$ cat src/rtl/ilv_dispatch.sv
module ilv_dispatch #(
  parameter int N = 4,
  parameter int W = 16,
  parameter logic [W-1:0] KEY = 16'hA5C3
) (
  input  logic                          clk,
  input  logic                          rst_n,
  input  logic                          in_valid,
  input  logic [W-1:0]                  in_data,
  output logic [((N>1)?$clog2(N):1)-1:0] in_sel,
  output logic                          out_valid,
  output logic [W-1:0]                  out_data,
  output logic [((N>1)?$clog2(N):1)-1:0] out_sel
);
  localparam int PW = (N > 1) ? $clog2(N) : 1;
  localparam int CW = $clog2(N + 1);
  localparam logic [PW-1:0] LAST = PW'(N - 1);
  localparam logic [CW-1:0] LAT  = CW'(N);

  logic [PW-1:0]         wr_ptr, rd_ptr;
  logic [N-1:0][W-1:0]   res;
  logic [N-1:0]          done;

  for (genvar g = 0; g < N; g++) begin : g_unit
    logic [W-1:0]  hold;
    logic          busy;
    logic [CW-1:0] age;

    always_ff @(posedge clk or negedge rst_n) begin
      if (!rst_n) begin
        hold <= '0;
        busy <= 1'b0;
        age  <= '0;
      end else if (in_valid && wr_ptr == PW'(g)) begin
        hold <= in_data;
        busy <= 1'b1;
        age  <= CW'(1);
      end else if (busy) begin
        if (age == LAT) busy <= 1'b0;
        else            age  <= age + 1'b1;
      end
    end

    assign res[g]  = {hold[W-2:0], hold[W-1]} ^ KEY;
    assign done[g] = busy && (age == LAT);
  end

  always_ff @(posedge clk or negedge rst_n) begin
    if (!rst_n) wr_ptr <= '0;
    else if (in_valid) wr_ptr <= (wr_ptr == LAST) ? '0 : wr_ptr + 1'b1;
  end

  always_ff @(posedge clk or negedge rst_n) begin
    if (!rst_n) rd_ptr <= '0;
    else if (out_valid) rd_ptr <= (rd_ptr == LAST) ? '0 : rd_ptr + 1'b1;
  end

  assign in_sel    = wr_ptr;
  assign out_sel   = rd_ptr;
  assign out_valid = done[rd_ptr];
  assign out_data  = out_valid ? res[rd_ptr] : '0;
endmodule


$ cat config.mk
export PLATFORM = sky130hd
export DESIGN_NAME = ilv_dispatch
export DESIGN_NICKNAME = d
export VERILOG_FILES = /design/src/rtl/ilv_dispatch.sv
export SDC_FILE = /design/constraint.sdc
export NUM_CORES = 1
export LEC_CHECK = 0
export ABC_AREA = 1
export BUFFER_PORTS_ARGS = -buffer_cell sky130_fd_sc_hd__buf_2
export CORE_MARGIN = 2
export CORE_UTILIZATION = 43
export DETAILED_ROUTE_END_ITERATION = 7
export GPL_TIMING_DRIVEN = 0
export PLACE_DENSITY_LB_ADDON = 0.2
export SETUP_SLACK_MARGIN = 0.2
export SLEW_MARGIN = 20
export SYNTH_ARGS = -nofsm -noshare
export SYNTH_HDL_FRONTEND = slang
export SYNTH_SLANG_ARGS = --single-unit
$ cat constraint.sdc
create_clock -name clk -period 4.1 [get_ports clk]
set_clock_uncertainty 0.2 [all_clocks]
set_input_delay 0 -clock clk [delete_from_list [all_inputs] [get_ports clk]]
set_output_delay 0 -clock clk [all_outputs]
set_load 0.005 [all_outputs]
==> flow_summary.ini <==
[pwr]
clockPowerShare = 0.166
p_sw_w = 0.00142
p_comb_frac = 0.421
p_int_w = 0.00203
netSwitchingFraction = 0.412
p_total_w = 0.00345
vdd_ir_drop_max_v = 0.000282
leakage_nw = 2.42
seqPwrFrac = 0.413
power.density_nw_per_um2 = 730

[setup_path]
cp.required_ns = 3.90
crit_path_end = out_data[1]
crit_start = g_unit[1].age[0]$_DFFE_PN0P_
path_buf_inv = 3
rr_startpoint = in_sel[0]$_DFFE_PN0P_
crit_chain = inv_1 > ha_1 > nand2_1 > nor2_2 > nor2_1 > nand2_2 > nand2_4 > buf_6 > nor2_2 > buf_2
rrSetupSlack_ns = 2.09
path_depth = 10
cpPeakStageDelay_ns = 0.38
crit_slowest_cell = dfrtp_1
critPathKind = reg2out
r2r_end = g_unit[3].hold[11]$_DFFE_PN0P_
cp-start-kind = register
cp-end-kind = output port
critPathTopFamily = simple AND/OR/NAND/NOR gates
critPathArrivalTime_ns = 1.92
rr_worst_depth = 4
crit_fanout = 10
cp_common_cell = nor2_2

[timing]
rsz0062_at_grt = false
fin_crit_sh = 0.517
finalSetupTns_ns = 0
worstMarginPinSlew_ns = 0.673
maxSlewHeadroom = 0.552
fin_crit_ns = 2.12
hold_viol_final = 0
slew_viol_final = 0
fmax_mhz = 472
finalSetupViolCount = 0
worst_slack_ns = 1.98

[cells_and_area]
num_antenna_cells = 0
drive_gt1_frac = 0.158
stdcell_area_um2 = 4730
finalNonFillerCells = 669
final_nets = 586
area_delta_synth_final_pct = 18.9

[worst_hold_path]
hold_path.class = in2reg

[yosys]
synth_async_sr_flop_share = 1.00
syn_area_per_cell_um2 = 8.22
yosysTopAreaCell = dfrtp_1
synth_top_area_share = 0.529
syn-num-nets = 516
synth_edf_count = 0
synthCells = 484
ys_seq_area_frac = 0.529
synth_common_cells = o21ai_0 (113), nand2_1 (101), dfrtp_1 (84), nor2_1 (60), inv_1 (47)
synthMostInstantiatedCell = o21ai_0
synth_seq_cells = 84
synth_flop_cell = dfrtp_1
synthTopCellsByArea = dfrtp_1 (53%), o21ai_0 (14%), nand2_1 (9.5%), nor2_1 (5.7%), inv_1 (4.4%)
synth_warnings = 0
synth.distinct_cells = 19
syn_area_um2 = 3980

[global_route]
gr-max-usage-layer = met2
overflow = 0
met2_usage = 0.344
grtUsageMet1 = 0.315
grt_pass1_vias = 3313
grt_usage = 0.222
grt_max_degree = 55
antenna_found_initial = 0
grt_first_pass_wirelength_um = 17000
grt_use_met3 = 0.0362

[place]
postPlaceCellArea_um2 = 4360
pre_cts_slack_ns = 2.10
place_inst = 635
port_buffers = 38
place_congestion = 0.818
dp_hpwl_um = 6590

[floorplanning]
die_width_um = 100
io_pins = 40
row_count = 35
initial_core_util = 0.437
dieArea_um2 = 10000
core_area_um2 = 9110
die_h_um = 100

[clock_tree]
cts_buffer_depth = 2
insertion_delay_ns = 0.35
htreeDepth = 3
cts_hold_buf = 19
clk_pin_slew_ns = 0.08
cts_setup_buffers = 0
cts_resized = 0
cts_buffers = 9
cts.sinks = 84
cts_tree = built
root_buffer = clkbuf_8

[routing]
ant_nets = 0
drcViolationCount = 0
drt_iter0_drc = 199
vias = 3374
routed_wl_um = 10300
dr.pass1.iters = 5
via_per_inst = 5.04
wire_per_inst_um = 15.4

[outcome]
status = finished clean

[job]
maxCapViolCount = 0
worst reg2reg max path: cells and delay by family (launching register included):
| family | cells | cell delay (ns) |
|---|---|---|
| AO/OA/AOI/OAI | 1 | 0.19 |
| adder cells (fa/ha/maj) | 1 | 0.23 |
| buffers and inverters | 1 | 0.54 |
| flip-flops | 1 | 0.44 |
| AND/OR/NAND/NOR | 1 | 0.27 |
kinds of logic (layout without fill, tap and decap cells):
family / count (synthesis) / count (layout) / share of synthesized area
flops: 84 / 84 / 0.529
compound gates: 124 / 124 / 0.156
simple gates: 190 / 190 / 0.196
fa+ha+maj: 13 / 13 / 0.0409
buf+inv: 73 / 147 / 0.0780
flip-flops by register name, indices dropped and copies added (netlist names):
name / cells
g_unit.hold: 64
g_unit.age: 12
g_unit.busy: 4
in_sel: 2
out_sel: 2
through the flow:
step | utilization | hold slack [ns]
final | 0.519 | 0.285
after global routing | 0.519 | 0.310
after CTS | 0.519 | 0.269
after detailed placement | 0.478 | -0.187
after global placement | 0.473 | 0.108
after floorplan | - | -0.496
layout make-up:
| cell class | instances | area [um2] |
|---|---|---|
| inverter | 48 | 180 |
| buffer | 25 | 130 |
| clock inverter | 4 | 51.3 |
| multi-input combinational | 327 | 1560 |
| sequential | 84 | 2100 |
| fill | 903 | 4380 |
| clock buffer | 11 | 131 |
| timing repair buffer | 59 | 430 |
| tap | 111 | 139 |
placed cells by master (no fill, tap or decap):
cell           count
inv_2              1
clkinv_2           1
buf_4              2
dlygate4sd3_1     19
buf_2             51
nand3_1           11
nor2_2            10
buf_6              2
buf_12             1
ha_1              13
o21ai_0          113
o21ai_1            7
buf_16             1
nand2_4            1
inv_1             47
nand2_1          101
clkinv_4           1
bufinv_16          1
nand2_2            5
a21oi_1            4
nand4_1            1
dfrtp_1           84
nor2_1            60
clkbuf_8           9
clkinvlp_4         1
clkbuf_1          10
nand3_2            1
per-layer routing:
layer / share of wire / up-vias
met4: 0.021 / 0
met3: 0.045 / 18
met2: 0.46 / 89
li1: - / 1678
met1: 0.47 / 1589
met5: 0 / -
power by group through the flow:
stage	clock network [W]	registers (W)	logic [W]
finish	0.000574	0.00143	0.00145
detailed placement	0	0.00144	0.00145
global route	0.000615	0.00147	0.00169
global placement	0	0.00142	0.00139
CTS	0.000582	0.00142	0.00146
floorplan	0	0.00139	0.00102
how the worst min path moves through the flow:
stage	from	endpoint	slack, ns	cells past startpoint
floorplan	rst_n	g_unit[0].age[0]$_DFFE_PN0P_	-0.50	0
global placement	in_valid	in_sel[0]$_DFFE_PN0P_	0.11	2
detailed placement	rst_n	g_unit[0].age[2]$_DFFE_PN0P_	-0.19	2
CTS	in_valid	in_sel[0]$_DFFE_PN0P_	0.27	3
global route	g_unit[1].hold[2]$_DFFE_PN0P_	g_unit[1].hold[2]$_DFFE_PN0P_	0.31	2
finish	in_data[15]	g_unit[0].hold[15]$_DFFE_PN0P_	0.28	4
Power figures use the tool's default switching activity.
